## config.mk

```make
export PLATFORM = sky130hd
export DESIGN_NAME = sap_port
export DESIGN_NICKNAME = d
export VERILOG_FILES = /design/src/rtl/sap_pkg.sv /design/src/rtl/sap_sync.sv /design/src/rtl/sap_rx.sv /design/src/rtl/sap_tx.sv /design/src/rtl/sap_port.sv
export SDC_FILE = /design/constraint.sdc
export NUM_CORES = 1
export LEC_CHECK = 0
export BUFFER_PORTS_ARGS = -buffer_cell sky130_fd_sc_hd__buf_2
export CAP_MARGIN = 30
export CORE_MARGIN = 2
export CORE_UTILIZATION = 30
export CTS_CLUSTER_DIAMETER = 30
export DETAILED_ROUTE_END_ITERATION = 8
export PLACE_DENSITY_LB_ADDON = 0.08
export SYNTH_ARGS = -nofsm -noshare
export SYNTH_HDL_FRONTEND = slang
export SYNTH_SLANG_ARGS = --single-unit
```

## constraint.sdc

```tcl
create_clock -name clk -period 2.79 [get_ports clk]
set_input_delay 0.558 -clock clk [delete_from_list [all_inputs] [get_ports clk]]
set_output_delay 0.558 -clock clk [all_outputs]
set_load 0.05 [all_outputs]
```

## src/rtl/sap_pkg.sv

```systemverilog
package sap_pkg;

    typedef enum logic [1:0] {
        RX_HUNT,
        RX_WAIT,
        RX_LEFT,
        RX_RIGHT
    } rx_state_t;

    typedef enum logic {
        TX_PAD,
        TX_DATA
    } tx_state_t;

endpackage

```

## src/rtl/sap_sync.sv

```systemverilog
module sap_sync #(
    parameter int WIDTH  = 3,
    parameter int STAGES = 2
) (
    input  logic             clk,
    input  logic             rst_n,
    input  logic [WIDTH-1:0] d_i,
    output logic [WIDTH-1:0] q_o
);

    logic [WIDTH-1:0] chain [STAGES];

    always_ff @(posedge clk) begin
        if (!rst_n) begin
            for (int i = 0; i < STAGES; i++) chain[i] <= '0;
        end else begin
            chain[0] <= d_i;
            for (int i = 1; i < STAGES; i++) chain[i] <= chain[i-1];
        end
    end

    assign q_o = chain[STAGES-1];

endmodule

```

## src/rtl/sap_rx.sv

```systemverilog
module sap_rx
    import sap_pkg::*;
#(
    parameter int W = 16
) (
    input  logic         clk,
    input  logic         rst_n,
    input  logic         bclk_s,
    input  logic         lrck_s,
    input  logic         data_s,
    input  logic         fwd_i,
    output logic         valid_o,
    output logic [W-1:0] left_o,
    output logic [W-1:0] right_o
);

    localparam int CNTW = $clog2(W + 1);

    rx_state_t        state, state_nx;
    logic             bclk_d;
    logic             lr_prev;
    logic [W-1:0]     tail_sr;
    logic [W-1:0]     head_sr;
    logic [CNTW-1:0]  head_cnt;
    logic [W-1:0]     left_hold;
    logic             have_left;
    logic             rise;
    logic             lr_edge;
    logic [W-1:0]     word;

    assign rise    = bclk_s & ~bclk_d;
    assign lr_edge = rise && (state != RX_HUNT) && (lrck_s != lr_prev);
    assign word    = fwd_i ? head_sr : tail_sr;

    always_comb begin
        state_nx = state;
        unique case (state)
            RX_HUNT:  if (rise)    state_nx = RX_WAIT;
            RX_WAIT:  if (lr_edge) state_nx = lrck_s ? RX_LEFT : RX_RIGHT;
            RX_LEFT:  if (lr_edge) state_nx = lrck_s ? RX_LEFT : RX_RIGHT;
            RX_RIGHT: if (lr_edge) state_nx = lrck_s ? RX_LEFT : RX_RIGHT;
        endcase
    end

    // state register and bit-level capture
    always_ff @(posedge clk) begin
        if (!rst_n) begin
            state    <= RX_HUNT;
            bclk_d   <= 1'b0;
            lr_prev  <= 1'b0;
            tail_sr  <= '0;
            head_sr  <= '0;
            head_cnt <= CNTW'(W);
        end else begin
            state  <= state_nx;
            bclk_d <= bclk_s;
            if (rise) begin
                lr_prev <= lrck_s;
                tail_sr <= {tail_sr[W-2:0], data_s};
                if (lr_edge) begin
                    head_sr  <= {head_sr[W-2:0], data_s};
                    head_cnt <= CNTW'(1);
                end else if (head_cnt < CNTW'(W)) begin
                    head_sr  <= {head_sr[W-2:0], data_s};
                    head_cnt <= head_cnt + 1'b1;
                end
            end
        end
    end

    // output process: half-frame latching and pair presentation
    always_ff @(posedge clk) begin
        if (!rst_n) begin
            valid_o   <= 1'b0;
            left_o    <= '0;
            right_o   <= '0;
            left_hold <= '0;
            have_left <= 1'b0;
        end else begin
            valid_o <= 1'b0;
            if (lr_edge) begin
                if (state == RX_LEFT) begin
                    left_hold <= word;
                    have_left <= 1'b1;
                end else if (state == RX_RIGHT && have_left) begin
                    left_o    <= left_hold;
                    right_o   <= word;
                    valid_o   <= 1'b1;
                    have_left <= 1'b0;
                end
            end
        end
    end

endmodule

```

## src/rtl/sap_tx.sv

```systemverilog
module sap_tx
    import sap_pkg::*;
#(
    parameter int W          = 16,
    parameter int DIV_SLOW   = 8,
    parameter int DIV_FAST   = 6,
    parameter int SLOTS_SLOW = 24,
    parameter int SLOTS_FAST = 32
) (
    input  logic         clk,
    input  logic         rst_n,
    input  logic         fast_i,
    input  logic         valid_i,
    input  logic [W-1:0] left_i,
    input  logic [W-1:0] right_i,
    output logic         ready_o,
    output logic         bclk_o,
    output logic         lrck_o,
    output logic         data_o
);

    localparam int DIV_MAX  = (DIV_SLOW > DIV_FAST) ? DIV_SLOW : DIV_FAST;
    localparam int SLOT_MAX = (SLOTS_SLOW > SLOTS_FAST) ? SLOTS_SLOW : SLOTS_FAST;
    localparam int CW       = $clog2(DIV_MAX);
    localparam int SW       = $clog2(SLOT_MAX);
    localparam int IW       = $clog2(W);

    tx_state_t     state, state_nx;
    logic [CW-1:0] div_cnt, div_last, div_half;
    logic [SW-1:0] slot, slot_last, pad_last;
    logic          fast_q;
    logic          lrck_q;
    logic          tick, last_slot, frame_start;
    logic [W-1:0]  pend_l, pend_r, act_l, act_r;
    logic          pend_full;
    logic [IW-1:0] bit_sel;
    logic [W-1:0]  word;

    always_comb begin
        div_last  = fast_q ? CW'(DIV_FAST - 1)       : CW'(DIV_SLOW - 1);
        div_half  = fast_q ? CW'(DIV_FAST / 2)       : CW'(DIV_SLOW / 2);
        slot_last = fast_q ? SW'(SLOTS_FAST - 1)     : SW'(SLOTS_SLOW - 1);
        pad_last  = fast_q ? SW'(SLOTS_FAST - W - 1) : SW'(SLOTS_SLOW - W - 1);
    end

    assign tick        = (div_cnt == div_last);
    assign last_slot   = (slot == slot_last);
    assign frame_start = tick && last_slot && !lrck_q;

    always_comb begin
        state_nx = state;
        unique case (state)
            TX_PAD:  if (tick && slot == pad_last) state_nx = TX_DATA;
            TX_DATA: if (tick && last_slot)        state_nx = TX_PAD;
        endcase
    end

    // state register with divider, slot counter and word clock
    always_ff @(posedge clk) begin
        if (!rst_n) begin
            state   <= TX_PAD;
            div_cnt <= '0;
            slot    <= '0;
            lrck_q  <= 1'b1;
            fast_q  <= 1'b0;
        end else begin
            state <= state_nx;
            if (tick) begin
                div_cnt <= '0;
                slot    <= last_slot ? '0 : slot + 1'b1;
                if (last_slot) lrck_q <= ~lrck_q;
            end else begin
                div_cnt <= div_cnt + 1'b1;
            end
            if (frame_start) fast_q <= fast_i;
        end
    end

    // pair handshake: one pending slot, promoted at each frame start
    always_ff @(posedge clk) begin
        if (!rst_n) begin
            pend_l    <= '0;
            pend_r    <= '0;
            pend_full <= 1'b0;
            act_l     <= '0;
            act_r     <= '0;
        end else begin
            if (frame_start) begin
                act_l <= pend_full ? pend_l : '0;
                act_r <= pend_full ? pend_r : '0;
            end
            if (valid_i && !pend_full) begin
                pend_l    <= left_i;
                pend_r    <= right_i;
                pend_full <= 1'b1;
            end else if (frame_start) begin
                pend_full <= 1'b0;
            end
        end
    end

    // output process
    always_comb begin
        ready_o = ~pend_full;
        lrck_o  = lrck_q;
        bclk_o  = (div_cnt >= div_half);
        word    = lrck_q ? act_l : act_r;
        bit_sel = IW'(slot_last - slot);
        data_o  = (state == TX_DATA) && word[bit_sel];
    end

endmodule

```

## src/rtl/sap_port.sv

```systemverilog
module sap_port #(
    parameter int SAMPLE_W    = 16,
    parameter int MCLK_RATIO  = 384,
    parameter int SLOW_RATIO  = 48,
    parameter int FAST_RATIO  = 64,
    parameter int SYNC_STAGES = 2
) (
    input  logic                clk,
    input  logic                rst_n,
    input  logic                rx_bclk_i,
    input  logic                rx_lrck_i,
    input  logic                rx_data_i,
    input  logic                rx_fwd_i,
    output logic                rx_valid_o,
    output logic [SAMPLE_W-1:0] rx_left_o,
    output logic [SAMPLE_W-1:0] rx_right_o,
    input  logic                tx_fast_i,
    input  logic                tx_valid_i,
    output logic                tx_ready_o,
    input  logic [SAMPLE_W-1:0] tx_left_i,
    input  logic [SAMPLE_W-1:0] tx_right_i,
    output logic                tx_mclk_o,
    output logic                tx_bclk_o,
    output logic                tx_lrck_o,
    output logic                tx_data_o
);

    localparam int DIV_SLOW   = MCLK_RATIO / SLOW_RATIO;
    localparam int DIV_FAST   = MCLK_RATIO / FAST_RATIO;
    localparam int SLOTS_SLOW = SLOW_RATIO / 2;
    localparam int SLOTS_FAST = FAST_RATIO / 2;

    logic [2:0] rx_sync;

    sap_sync #(.WIDTH(3), .STAGES(SYNC_STAGES)) i_sync (
        .clk   (clk),
        .rst_n (rst_n),
        .d_i   ({rx_bclk_i, rx_lrck_i, rx_data_i}),
        .q_o   (rx_sync)
    );

    sap_rx #(.W(SAMPLE_W)) i_rx (
        .clk     (clk),
        .rst_n   (rst_n),
        .bclk_s  (rx_sync[2]),
        .lrck_s  (rx_sync[1]),
        .data_s  (rx_sync[0]),
        .fwd_i   (rx_fwd_i),
        .valid_o (rx_valid_o),
        .left_o  (rx_left_o),
        .right_o (rx_right_o)
    );

    sap_tx #(
        .W          (SAMPLE_W),
        .DIV_SLOW   (DIV_SLOW),
        .DIV_FAST   (DIV_FAST),
        .SLOTS_SLOW (SLOTS_SLOW),
        .SLOTS_FAST (SLOTS_FAST)
    ) i_tx (
        .clk     (clk),
        .rst_n   (rst_n),
        .fast_i  (tx_fast_i),
        .valid_i (tx_valid_i),
        .left_i  (tx_left_i),
        .right_i (tx_right_i),
        .ready_o (tx_ready_o),
        .bclk_o  (tx_bclk_o),
        .lrck_o  (tx_lrck_o),
        .data_o  (tx_data_o)
    );

    assign tx_mclk_o = clk;

endmodule

```

; ---- Word-level counts from Yosys, hierarchy flattened
; Memory sizes are Yosys's and may differ from the RTL's.
; Index checks and enable logic that the tools add are counted.
[word_totals]
memories = 1
word_cells = 103
register_bits = 167
output_inout_bits = 38
mem_bits_rw = 6
[op_classes]
n_reduce_logical = 24
n_mux = 31
add_sub_neg = 4
order_cmp = 3
bitwise = 10
n_eq_ne = 9
[mem_list]
columns = name, words, word_bits, rd, rd_ports_with_merged_regs, wr, line_no
row1 = i_sync.chain, 2, 3, 2, 0, 2, sap_sync.sv:11  ; logic [WIDTH-1:0] chain [STAGES];
[op_table]
columns = op, n
row1 = two-way mux 16 bit, 6
row2 = two-way mux 5 bit, 3
row3 = two-way mux 1 bit, 11
row4 = "adder 5 x 1 -> 5 bit, second input constant", 2
row5 = AND reduction 2 bit, 5
row6 = two-way mux 3 bit, 3
row7 = logical AND 1 bit, 8
row8 = two-way mux 4 bit, 2
row9 = nonzero test 2 bit, 4
row10 = NOT 1 bit, 7
row11 = two-way mux 2 bit, 3
row12 = OR reduction 3 bit, 2
row13 = equality test 5 x 4 -> 1 bit, 1
row14 = equality test 5 bit, 1
row15 = "< comparator 4 x 5 -> 1 bit, second input constant", 1
row16 = "< comparator 5 bit, second input constant", 1
row17 = binary-select mux 1 bit (select 4 bit), 1
row18 = "equality test 2 bit, second input constant", 2
row19 = "inequality test 2 x 1 -> 1 bit, second input constant", 2
row20 = one-hot mux 2 bit (2 select lines), 1
row21 = subtractor 4 bit, 1
row22 = "adder 3 x 1 -> 3 bit, second input constant", 1
row23 = equality test 3 bit, 1
row24 = >= comparator 3 bit, 1
row25 = 9 further kinds, 11

; ---- Logic depth before layout (Yosys ltp)
[depth]
ltp_word = 6
mapped_depth = 9
mapped_depth_nobuf = 6

; ---- Modules after synthesis
; A second synthesis with hierarchy kept.
[hier_totals]
cells_unflattened = 692
area_unflattened_um2 = 6882.9
[by_module_without_submodules]
columns = module, instances, cells_each, area_each_um2
row1 = sap_rx, 1, 368, 3632.2
row2 = sap_tx, 1, 308, 3062.9
row3 = sap_sync, 1, 15, 180.2
row4 = sap_port, 1, 1, 7.5

==> summary.txt <==
TIMING
----------------------------------------------------------------------------------------
Maximum achievable frequency                                                     364 MHz
Worst Tran Pin Value                                                            0.684 ns
Setup slack of the critical path after layout                                  0.0413 ns
Tightest slew margin relative to the limit                                         54.4%
Max-slew violation total from the final report                                         0
Worst Hold Slack                                                                0.220 ns
Setup repair after global routing missed its margin                                 true
Final setup violation count                                                            0
Ratio of final minimum period to clock period                                      98.5%
Final count of hold timing violations                                                  0
Crit path time final                                                             2.75 ns
Worst Skew                                                                     0.0135 ns

GLOBAL ROUTING
----------------------------------------------------------------------------------------
Total congestion overflow after global routing                                         0
Pin count of the biggest net entering global routing                                  50
Initial antenna violation count                                                        0
Global Route Usage Sum                                                             14.7%
Wire length of the first global-routing pass                                    28100 µm
Vias in the first global route                                                      5308

PLACEMENT
----------------------------------------------------------------------------------------
Standard cell area after detailed placement                                     7400 µm²
Number of buffers added on ports                                                      77
Place WS                                                                        0.345 ns
Final estimated routing congestion in global placement                             0.765
Total half-perimeter wirelength after legalization and detailed placement       11200 µm

FINAL LAYOUT
----------------------------------------------------------------------------------------
Final Cell Area                                                                 8160 µm²
Fraction of layout instances using a drive strength above 1                        18.5%
Diode count                                                                            0
Area taken by multi-input logic gates                                           2990 µm²
Area taken by flip-flops and latches                                            3470 µm²
Layout fillers                                                                      2304
Commonest non-fill, non-tap cell in the layout                              sky130_fd_sc_hd__nand2_1
Fraction of the core area covered by cells at the end of the flow                  37.3%
Nets                                                                                 897
Commonest cells after routing, fill and taps aside                          173 x sky130_fd_sc_hd__nand2_1, 171 x sky130_fd_sc_hd__dfxtp_1, 123 x sky130_fd_sc_hd__a21oi_1
Layout overhead on the synthesized area                                            21.8%

CRITICAL PATH
----------------------------------------------------------------------------------------
Kind of start point of the critical path                                        register
Arrival time at the worst endpoint                                               2.19 ns
Worst endpoint required time                                                     2.23 ns
Critical path class                                                         register to output pin
Setup slack, reg-to-reg                                                          0.64 ns
Maximum fanout count along the critical path                                           4
Kind of end point of the critical path                                        output pin

SYNTH
----------------------------------------------------------------------------------------
EDFF count, synth                                                                      0
Avg Inst Size Synth                                                             8.51 µm²
Nets in the synthesized netlist                                                      834
Synth async-reset ratio                                                               0%
Synth Instances                                                                      788
Commonest register cell after synthesis                                     sky130_fd_sc_hd__dfxtp_1
Warnings, synthesis                                                                    0
Synth cell types                                                                      40
Flip-flop and latch count after synthesis                                            173
Post-synthesis sequential area ratio                                               51.7%
Mapped Area                                                                     6700 µm²

DETAILED ROUTING
----------------------------------------------------------------------------------------
Iteration-0 DRC count of the detailed router                                         395
Vias post-DR                                                                        5562
Number of nets still failing antenna checks after routing                              0
Met3 layer wire length in the routed design                                       545 µm
Number of optimization iterations in the first detailed-route pass                     4
Final WL                                                                        16700 µm
Max Used Layer                                                                      met4
Detailed-route vias per instance                                                    4.87
Routed wire length per instance                                                  14.7 µm
WL met1                                                                          8940 µm
Length of routed met2 wiring                                                     7070 µm
# DRC                                                                                  0

CLOCK TREE
----------------------------------------------------------------------------------------
Hold-fix buffer count after cts                                                        0
Clock transition at path regs                                                    0.07 ns
TritonCTS clock tree                                                                 yes
Clock latency reported for the late side of the worst-skew pair                  0.54 ns

PWR
----------------------------------------------------------------------------------------
Static Leak                                                                      2.95 nW
Total power density per cell area                                             657 nW/µm²
Highest ir drop seen on vdd                                                     0.440 mV
Total Power Consumption                                                          5.36 mW

DIE
----------------------------------------------------------------------------------------
Number of rows in the core area                                                       54
Die Area                                                                       23600 µm²
Die span in x                                                                     153 µm
Placeable core region                                                          21900 µm²
# IOs                                                                                 78
Initial cell density of the core                                                   30.6%
Die Ht                                                                            153 µm

WORST HOLD PATH
----------------------------------------------------------------------------------------
Hold crit path type                                                         primary input to register

STATUS
----------------------------------------------------------------------------------------
Outcome                                                                     complete, no violations

FLOW RUN
----------------------------------------------------------------------------------------
Maximum Capacitance Violations                                                         0

-- Yosys cell counts, drive strengths merged (3+ instances only) --
cell    count  share of area [%]
xor2        3               0.39
and2        8               0.75
xnor2       5               0.65
dfxtp     173                 52
nor2b       3               0.28
or3         5               0.47
a21o        3               0.34
nor3        5               0.45
buf        20                1.5
mux2        3               0.50
nand2b      3               0.28
nand3       5               0.37
o21ai      38                2.8
nand4      35                3.3
nor2       43                2.4
mux4        4                1.3
mux2i      25                3.7
a211oi     32                3.6
a21oi     123                9.2
ha          6                1.1
clkbuf     48                2.7
inv         7               0.39
nand2     173                9.7
-- metrics by stage --
step / TNS, ns / std cells
final: 0 / 1143
after CTS: 0 / 1143
after detailed placement: 0 / 1103
after floorplan: 0 / 788
after global placement: 0 / 1103
after global routing: -0.0339 / 1143
-- routing by layer --
layer  global-route usage (%)  vias up
li1                         -     2852
met3                     3.52       10
met1                     21.3     2612
met2                     21.0       88
met5                        0        -
met4                     5.68        0
-- worst max-delay path, cell delays in order, from the launching register on --
cell and delay (ns):
sky130_fd_sc_hd__dfxtp_2 0.38, sky130_fd_sc_hd__mux4_2 0.50, sky130_fd_sc_hd__mux2_2 0.30, sky130_fd_sc_hd__o31ai_4 0.26
sky130_fd_sc_hd__a31oi_4 0.06, sky130_fd_sc_hd__buf_6 0.17
-- report_power, final --
group | internal, mW | total (mW) | switching [mW]
Combinational | 0.0733 | 0.208 | 0.135
Sequential | 2.51 | 2.53 | 0.0240
Clock | 1.54 | 2.62 | 1.08
Total | 4.12 | 5.36 | 1.24
-- logic make-up after synthesis --
| kind of cell | count (synthesis) | share of synthesized area (%) |
|---|---|---|
| AOI/OAI and AO/OA | 205 | 17.1 |
| xor gates and xnor gates | 8 | 1.05 |
| adders and majority gates | 6 | 1.12 |
| buffers and inverters | 76 | 4.61 |
| DFF | 173 | 51.7 |
| muxes | 32 | 5.58 |
| and+or+nand+nor | 288 | 18.9 |
-- flip-flops by register name, indices dropped and copies added (netlist names), 6 cells and up --
signal and count:
i_tx.act_l 16, i_rx.left_hold 16, i_tx.act_r 16, i_rx.head_sr 16, i_rx.left_o 16, i_sync.chain 6, i_tx.pend_r 16, i_rx.tail_sr 16
i_rx.right_o 16, i_tx.pend_l 16
-- timing repair --
item | in CTS | in global routing
setup buffers | 5 | 0
setup endpoints to repair | 1 | 1
pin swaps | 1 | 3
gates cloned | 1 | 0
resized for setup | 9 | 5
-- final cells by class --
cell class                 count  share of cell area (%)
inverter                       8                   0.399
tap                          280                    4.29
clock inverter                11                    1.66
sequential                   173                    42.5
clock buffer                  24                    6.45
timing repair buffer         108                    8.12
multi-input combinational    539                    36.6
-- worst paths after layout --
kind,start,endpoint,cells past startpoint
min reg2reg,i_sync.chain[0][0]$_SDFF_PN0_,i_sync.chain[0][3]$_SDFF_PN0_,1
min,rx_bclk_i,i_sync.chain[0][2]$_SDFF_PN0_,2
max,i_tx.lrck_o$_SDFFE_PN1N_,tx_data_o,5
max reg2reg,i_tx.fast_q$_SDFFE_PN0P_,i_tx.act_l[1]$_SDFFE_PN0P_,7
(Power assumes the default switching activity.)
